**src/rtl/ts_cap_pkg.sv**
```systemverilog
package ts_cap_pkg;
  localparam int TIME_W       = 64;
  localparam int WORD_W       = 32;
  // word address map
  localparam int ADDR_GEN     = 0;
  localparam int ADDR_RXSTAT  = 1;
  localparam int ADDR_TX_LO   = 2;
  localparam int ADDR_TX_HI   = 3;
  localparam int ADDR_RX_BASE = 4;
endpackage

```
**src/rtl/ts_latch_slot.sv**
```systemverilog
module ts_latch_slot
  import ts_cap_pkg::*;
#(
  parameter int TW = TIME_W
) (
  input  logic          clk,
  input  logic          rst_n,
  input  logic          evt_i,
  input  logic          rel_i,
  input  logic [TW-1:0] time_i,
  output logic          valid_o,
  output logic [TW-1:0] stamp_o
);
  logic          valid_q, valid_d;
  logic [TW-1:0] stamp_q;
  logic          stamp_en;

  always_comb begin
    valid_d  = valid_q;
    stamp_en = 1'b0;
    if (rel_i) valid_d = 1'b0;
    // the release finishes first, so a same-cycle event is accepted
    if (evt_i && (!valid_q || rel_i)) begin
      valid_d  = 1'b1;
      stamp_en = 1'b1;
    end
  end

  always_ff @(posedge clk or negedge rst_n) begin
    if (!rst_n) valid_q <= 1'b0;
    else        valid_q <= valid_d;
  end

  always_ff @(posedge clk or negedge rst_n) begin
    if (!rst_n)        stamp_q <= '0;
    else if (stamp_en) stamp_q <= time_i;
  end

  assign valid_o = valid_q;
  assign stamp_o = stamp_q;

  p_hold_r4: assert property (@(posedge clk) disable iff (!rst_n)
    (valid_o && !rel_i) |=> (valid_o && $stable(stamp_o)));

  p_capture_r2: assert property (@(posedge clk) disable iff (!rst_n)
    (evt_i && (!valid_o || rel_i)) |=> (valid_o && stamp_o == $past(time_i)));

  p_release_r6: assert property (@(posedge clk) disable iff (!rst_n)
    (rel_i && !evt_i) |=> !valid_o);
endmodule

```
**src/rtl/ts_read_mux.sv**
```systemverilog
module ts_read_mux
  import ts_cap_pkg::*;
#(
  parameter int NRX = 4,
  parameter int AW  = 4,
  parameter int TW  = TIME_W
) (
  input  logic              rd_en,
  input  logic [AW-1:0]     rd_addr,
  input  logic [TW-1:0]     tx_stamp,
  input  logic [NRX*TW-1:0] rx_stamp,
  input  logic              tx_valid,
  input  logic              tx_irq,
  input  logic [NRX-1:0]    rx_valid,
  output logic [WORD_W-1:0] rd_data,
  output logic              tx_rel,
  output logic [NRX-1:0]    rx_rel
);
  localparam int HALF = TW / 2;

  always_comb begin
    rd_data = '0;
    tx_rel  = 1'b0;
    rx_rel  = '0;
    if (rd_en) begin
      if (rd_addr == AW'(ADDR_GEN))
        rd_data = {{(WORD_W-2){1'b0}}, tx_irq, tx_valid};
      if (rd_addr == AW'(ADDR_RXSTAT))
        rd_data = {{(WORD_W-NRX){1'b0}}, rx_valid};
      if (rd_addr == AW'(ADDR_TX_LO))
        rd_data = tx_stamp[HALF-1:0];
      if (rd_addr == AW'(ADDR_TX_HI)) begin
        rd_data = tx_stamp[TW-1:HALF];
        tx_rel  = 1'b1;
      end
      for (int i = 0; i < NRX; i++) begin
        if (rd_addr == AW'(ADDR_RX_BASE + 2*i))
          rd_data = rx_stamp[i*TW +: HALF];
        if (rd_addr == AW'(ADDR_RX_BASE + 2*i + 1)) begin
          rd_data   = rx_stamp[i*TW+HALF +: HALF];
          rx_rel[i] = 1'b1;
        end
      end
    end
  end
endmodule

```
**src/rtl/ts_capture_latches.sv**
```systemverilog
module ts_capture_latches
  import ts_cap_pkg::*;
#(
  parameter int NRX = 4
) (
  input  logic              clk,
  input  logic              rst_n,
  input  logic [63:0]       time_now,
  input  logic              tx_evt,
  input  logic              rx_evt,
  input  logic [1:0]        rx_slot,
  input  logic              irq_en,
  input  logic              rd_en,
  input  logic [3:0]        rd_addr,
  output logic [31:0]       rd_data,
  output logic              tx_irq
);
  localparam int AW = $clog2(ADDR_RX_BASE + 2*NRX);

  logic                  tx_valid, tx_rel;
  logic [TIME_W-1:0]     tx_stamp;
  logic [NRX-1:0]        rx_valid, rx_rel, rx_hit;
  logic [NRX*TIME_W-1:0] rx_stamp;

  ts_latch_slot #(.TW(TIME_W)) u_tx (
    .clk(clk), .rst_n(rst_n), .evt_i(tx_evt), .rel_i(tx_rel),
    .time_i(time_now), .valid_o(tx_valid), .stamp_o(tx_stamp)
  );

  for (genvar g = 0; g < NRX; g++) begin : g_rx
    assign rx_hit[g] = rx_evt && (rx_slot == 2'(g));
    ts_latch_slot #(.TW(TIME_W)) u_slot (
      .clk(clk), .rst_n(rst_n), .evt_i(rx_hit[g]), .rel_i(rx_rel[g]),
      .time_i(time_now), .valid_o(rx_valid[g]),
      .stamp_o(rx_stamp[g*TIME_W +: TIME_W])
    );
  end

  assign tx_irq = tx_valid && irq_en;

  ts_read_mux #(.NRX(NRX), .AW(AW), .TW(TIME_W)) u_mux (
    .rd_en(rd_en), .rd_addr(rd_addr[AW-1:0]), .tx_stamp(tx_stamp),
    .rx_stamp(rx_stamp), .tx_valid(tx_valid), .tx_irq(tx_irq),
    .rx_valid(rx_valid), .rd_data(rd_data), .tx_rel(tx_rel), .rx_rel(rx_rel)
  );

  p_lowrd_r5: assert property (@(posedge clk) disable iff (!rst_n)
    (rd_en && rd_addr == 4'(ADDR_TX_LO) && !tx_evt) |=> (tx_valid == $past(tx_valid)));

  p_irq_r8: assert property (@(posedge clk) disable iff (!rst_n)
    $rose(tx_irq) |-> irq_en);

  p_rxstat_r3: assert property (@(posedge clk) disable iff (!rst_n)
    (rd_en && rd_addr == 4'(ADDR_RXSTAT)) |-> (rd_data[31:NRX] == '0));

  p_idle_r10: assert property (@(posedge clk) disable iff (!rst_n)
    !rd_en |-> (rd_data == '0));
endmodule

```
**config.mk**
```make
export PLATFORM = sky130hd
export DESIGN_NAME = ts_capture_latches
export DESIGN_NICKNAME = d
export VERILOG_FILES = /design/src/rtl/ts_cap_pkg.sv /design/src/rtl/ts_latch_slot.sv /design/src/rtl/ts_read_mux.sv /design/src/rtl/ts_capture_latches.sv
export SDC_FILE = /design/constraint.sdc
export NUM_CORES = 1
export LEC_CHECK = 0
export ABC_AREA = 1
export ABC_CLOCK_PERIOD_IN_PS = 1700
export BUFFER_PORTS_ARGS = -buffer_cell sky130_fd_sc_hd__buf_2
export CORE_MARGIN = 2
export CORE_UTILIZATION = 50
export CTS_CLUSTER_DIAMETER = 80
export DETAILED_ROUTE_END_ITERATION = 10
export GPL_TIMING_DRIVEN = 0
export HOLD_SLACK_MARGIN = 0.08
export PLACE_DENSITY_LB_ADDON = 0.1
export SLEW_MARGIN = 20
export SYNTH_ARGS = -nofsm -noshare
export SYNTH_HDL_FRONTEND = slang
export SYNTH_SLANG_ARGS = --single-unit
export TNS_END_PERCENT = 30
```
**constraint.sdc**
```tcl
create_clock -name clk -period 1.7 [get_ports clk]
set_clock_uncertainty 0.2 [all_clocks]
set_input_delay 0 -clock clk [delete_from_list [all_inputs] [get_ports clk]]
set_output_delay 0 -clock clk [all_outputs]
set_load 0.01 [all_outputs]
```
* Word level (Yosys, flattened, before mapping)
Index checks and enable logic that the tools add are counted.
Storage, ports and cells: bits in registers 325, output and inout bits 33, logic and storage cells 86
Operators by class: equality and inequality tests 14, muxes and demuxes 35, reduce and logical (&&, ||, !) cells 27
Operators with widths (count):
- $mux 32 | 11
- $mux 1 | 21
- $eq 4x3->1 const B | 4
- $eq 4x4->1 const B | 4
- $logic_and 1x1->1 | 10
- $reduce_bool 2->1 | 5
- $eq 4x2->1 const B | 2
- $mux 4 | 2
- $logic_not 1->1 | 5
- $logic_or 1x1->1 | 5
- $eq 2x2->1 const B | 2
- $eq 4x1->1 const B | 1
- $logic_not 4->1 | 1
- $eq 2x1->1 const B | 1
- $logic_not 2->1 | 1
- $mux 2 | 1

* Depth between registers and ports, before layout
word-level depth 14, gate-level depth with buffers 13, mapped depth without buffers 13

* Cells and area by module
From an unflattened synthesis, not the netlist that was laid out.
Unflattened totals: cells, all modules 2120, area, all modules 16113.0 sq um
By module, submodules not included:
- ts_latch_slot | times used 5, cells an instance 282, area each 2605.0 sq um, seq. area each 1626.6 sq um
- ts_read_mux | times used 1, cells an instance 700, area each 3050.4 sq um, seq. area each 0.0 sq um
- ts_capture_latches | times used 1, cells an instance 10, area each 37.5 sq um, seq. area each 0.0 sq um

* Worst setup path after synthesis
Ideal clock, no wire load.
kind input port to flip-flop, start input port rd_addr[3], end register g_rx[3].u_slot.stamp_q[54], setup time 0.130 ns, data arrival time 1.087 ns, data required time 1.370 ns, setup slack 0.283 ns, cell stages on the path 11, buffers on the path 2, cells stage by stage inv_2 > nor2_2 > inv_2 > nor2_8 > inv_2 > o21ai_2 > nand4_1 > buf_4 > buf_2 > nand2_1 > o21ai_1
On the way: cells in the longest elaborated chain, start to end 6
RTL lines:
- start, declared | line ts_capture_latches.sv:14 | input logic [3:0] rd_addr,
- $eq 4x4->1 | line ts_read_mux.sv:39 | if (rd_addr == AW'(ADDR_RX_BASE + 2*i + 1)) begin
- $mux 1 | line ts_read_mux.sv:39
- $mux 4 | line ts_read_mux.sv:25 | if (rd_en) begin
- $logic_or 1x1->1 | line ts_latch_slot.sv:23 | if (evt_i && (!valid_q || rel_i)) begin
- $logic_and 1x1->1 | line ts_latch_slot.sv:23
- $mux 1 | line ts_latch_slot.sv:23
- end signal, assigned | line ts_latch_slot.sv:36 | else if (stamp_en) stamp_q <= time_i;
- end, declared | line ts_latch_slot.sv:15 | logic [TW-1:0] stamp_q;
Every way passes these cells. A chain may end at the register's enable or synchronous reset.

* Worst setup path in the final report
start register u_tx.valid_q (netlist: u_tx.valid_o), end output port rd_data[0]
On the way: cells in the longest elaborated chain, start to end 13
RTL lines:
- start, declared | line ts_latch_slot.sv:14 | logic valid_q, valid_d;
- start signal, assigned | line ts_latch_slot.sv:31 | else valid_q <= valid_d;
- $mux 2 | line ts_read_mux.sv:26 | if (rd_addr == AW'(ADDR_GEN))
- $mux 4 | line ts_read_mux.sv:28 | if (rd_addr == AW'(ADDR_RXSTAT))
- $mux 32 | line ts_read_mux.sv:30 | if (rd_addr == AW'(ADDR_TX_LO))
- $mux 32 | line ts_read_mux.sv:32 | if (rd_addr == AW'(ADDR_TX_HI)) begin
- $mux 32 | line ts_read_mux.sv:37 | if (rd_addr == AW'(ADDR_RX_BASE + 2*i))
- $mux 32 | line ts_read_mux.sv:39
- $mux 32 | line ts_read_mux.sv:37
- $mux 32 | line ts_read_mux.sv:39
- $mux 32 | line ts_read_mux.sv:37
- $mux 32 | line ts_read_mux.sv:39
- $mux 32 | line ts_read_mux.sv:37
- $mux 32 | line ts_read_mux.sv:39
- $mux 32 | line ts_read_mux.sv:25
- end, declared | line ts_capture_latches.sv:15 | output logic [31:0] rd_data,
Every way passes these cells.

==> flow_summary.yaml <==
power:
  ir_drop_v: 0.000801
  power_density_mw_per_mm2: 1500
  leakage_uw: 0.00961
synthesis:
  synth_area_per_cell_um2: 8.03
  synth_area_leader_cell: "dfrtp_1"
  synth_commonest_cells: "nand2_1 (699), dfrtp_1 (325), o21ai_0 (240)"
  synth_nets: 1897
  synth_warnings: 0
  synth_enable_flop_cells: 0
  synth_cells: 1821
  seq_area_frac_synth: 0.556
  syn_area_mm2: 0.0146
  synth-async-reset-ratio: 1.00
  ys_types: 24
  synthFlopType: "dfrtp_1"
  synth.area.top_cells: "dfrtp_1 (56%), nand2_1 (18%), o21ai_0 (8.2%)"
  yosysTopAreaCellShare: 0.556
  ys_seq_elements: 325
  yosysMostFrequentCell: "nand2_1"
timing:
  period_share: 1.21
  relSlewSlack: 0.530
  clock.fmax_mhz: 487
  tightestPinTransition_ps: 704
  setup_tns_ps: -12550
  fin_crit_ps: 2050
  maxSlewViolCount: 0
  hold_viol: 133
  finalSetupViolCount: 116
  setup_ws_ps: -352
  hold_ws_ps: -600
  rsz0062_at_grt: "yes"
route:
  drt.antenna.violating_nets: 0
  drtPass1Iterations: 6
  routedWlPerCell_um: 20.6
  wirelength_um: 51100
  vias: 13800
  drc: 0
  first_iter_violations: 1507
  vias_per_cell: 5.56
cts:
  cts_tree: "done"
  htreeDepth: 2
  clk_latency_ps: 520
  numCtsBuffers: 37
  cts_max_path_buffers: 3
  path_clk_slew_ps: 60
  cts.sinks: 325
  root_buffer: "clkbuf_16"
critical_path:
  criticalPathCategory: "flop to primary output"
  critPathCapture: "rd_data[0]"
  reg2regPathDepth: 9
  path_max_fanout: 3
  r2r-end: "g_rx[2].u_slot.stamp_o[32]"
  crit_arrival_ps: 1850
  end_kind: "primary output"
  cp_data_required_time_ps: 1500
  r2r_slack_ps: -210
  cp-startpoint: "u_tx.valid_o"
  r2r-start: "g_rx[2].u_slot.valid_o"
  cp-start-kind: "flop"
final_layout:
  diodes: 0
  drive_above_1_share: 0.212
  final_nets: 2152
  syn_to_final_growth_pct: 28.0
  final_core_util: 0.650
  final_cell_area_mm2: 0.0187
  instances_no_fill: 2481
status:
  status: "finished, violations left"
  violations: "hold timing, setup timing"
place:
  routabilityCongestion: 0.897
  numPortBuffers: 108
  place_hpwl_um: 32400
  dp_cells: 2316
  postPlaceCellArea_mm2: 0.0157
run:
  cap_viol_max_count: 0
global_route:
  grt_max_degree: 98
  track_usage: 0.330
  grt_pass1_wl_um: 76300
  antenna_found_initial: 0
  grt.overflow.total: 0
  grt_pass1_vias: 13200
worst_hold_path:
  min_path_type: "input pin to asynchronous set/reset pin"
floorplanning:
  die_area_mm2: 0.0306
  initial_core_util: 0.508
  core-area_mm2: 0.0288
  num_rows: 62
  die_w_um: 175
  io_pins: 109
  die_height_um: 175
[per-stage QoR]
| step | power, µW | setup slack [ps] |
|---|---|---|
| after floorplan | 17000 | 283 |
| after global placement | 18700 | -5920 |
| after detailed placement | 19000 | -666 |
| after CTS | 27200 | -341 |
| after global routing | 29700 | -455 |
| final | 28000 | -352 |
[cells by family (layout without fill, tap and decap cells)]
logic type | after synthesis | after routing | share of synthesized area
AND/OR/NAND/NOR | 866 | 866 | 0.241
AO/OA/AOI/OAI | 376 | 376 | 0.130
flip-flops | 325 | 325 | 0.556
buffers and inverters | 254 | 530 | 0.0727
[cell usage in the layout (no fill, tap or decap), types with 18 or more instances in the layout]
master / count
o21ai_2: 48
nand4_1: 39
o21ai_1: 116
dfrtp_1: 325
clkbuf_2: 18
dlygate4sd3_1: 73
nand2_2: 27
inv_1: 136
clkbuf_16: 40
buf_2: 127
nand2_1: 670
clkbuf_4: 18
nand3_1: 45
buf_4: 41
a21oi_1: 24
or2_2: 28
nor2_1: 29
o21ai_0: 184
buf_6: 24
[sequential cells by signal, summed over array words and instances, names as in the netlist]
register	flops
u_tx.valid_o	1
g_rx.u_slot.stamp_o	256
u_tx.stamp_o	64
g_rx.u_slot.valid_o	4
[cell type report]
class | instances | area, µm²
Clock buffer | 53 | 1100
Inverter | 146 | 559
Multi-Input combinational cell | 1242 | 5760
Timing Repair Buffer | 218 | 1790
Sequential cell | 325 | 8130
Buffer | 106 | 823
Tap cell | 384 | 480
Fill cell | 2530 | 10100
Clock inverter | 7 | 66.3
[routing by layer]
metal / wire, µm / GRT usage / share of wire
met1: 21400 / 0.453 / 0.42
met4: 2050 / 0.111 / 0.040
met5: 0 / 0 / 0
met3: 3930 / 0.0585 / 0.077
met2: 23600 / 0.533 / 0.46
[power by group]
group	total [µW]	switching, µW	leakage (µW)	internal (µW)
combinational	6650	3670	0.00499	2990
clock	7760	3140	0.000574	4620
sequential	13600	2120	0.00405	11500
[how the worst min path moves through the flow]
stage | depth (start not counted) | startpoint | endpoint | slack [ps]
6_report | 4 | rst_n | g_rx[2].u_slot.stamp_o[3] | -600
5_1_grt | 4 | rst_n | g_rx[2].u_slot.stamp_o[3] | -570
4_1_cts | 4 | rst_n | g_rx[3].u_slot.stamp_o[2] | -580
3_5_place_dp | 1 | rst_n | g_rx[3].u_slot.stamp_o[2] | -270
3_3_place_gp | 3 | time_now[20] | u_tx.stamp_o[20] | 110
2_1_floorplan | 0 | rst_n | g_rx[0].u_slot.stamp_o[0] | -500
[critical path, stage by stage (launching register included)]
cell and delay (ps):
dfrtp_1 430, buf_4 160, nand3_2 60, nand2_1 60
nor2_1 80, nand2_1 60, nand2_1 50, nand4_1 80
nand2_1 70, nand3_1 60, nand2_1 60, inv_1 40
buf_2 130
[timing repair]
item / 4_1_cts / 5_1_grt
cloned: 0 / 4
setup buffers: 5 / 21
hold endpoints to repair: 458 / 134
resized for setup: 103 / 268
endpoints found under the setup margin: 203 / 343
hold buffers: 76 / 1
pin swaps: 17 / 36
Power figures use the tool's default switching activity.
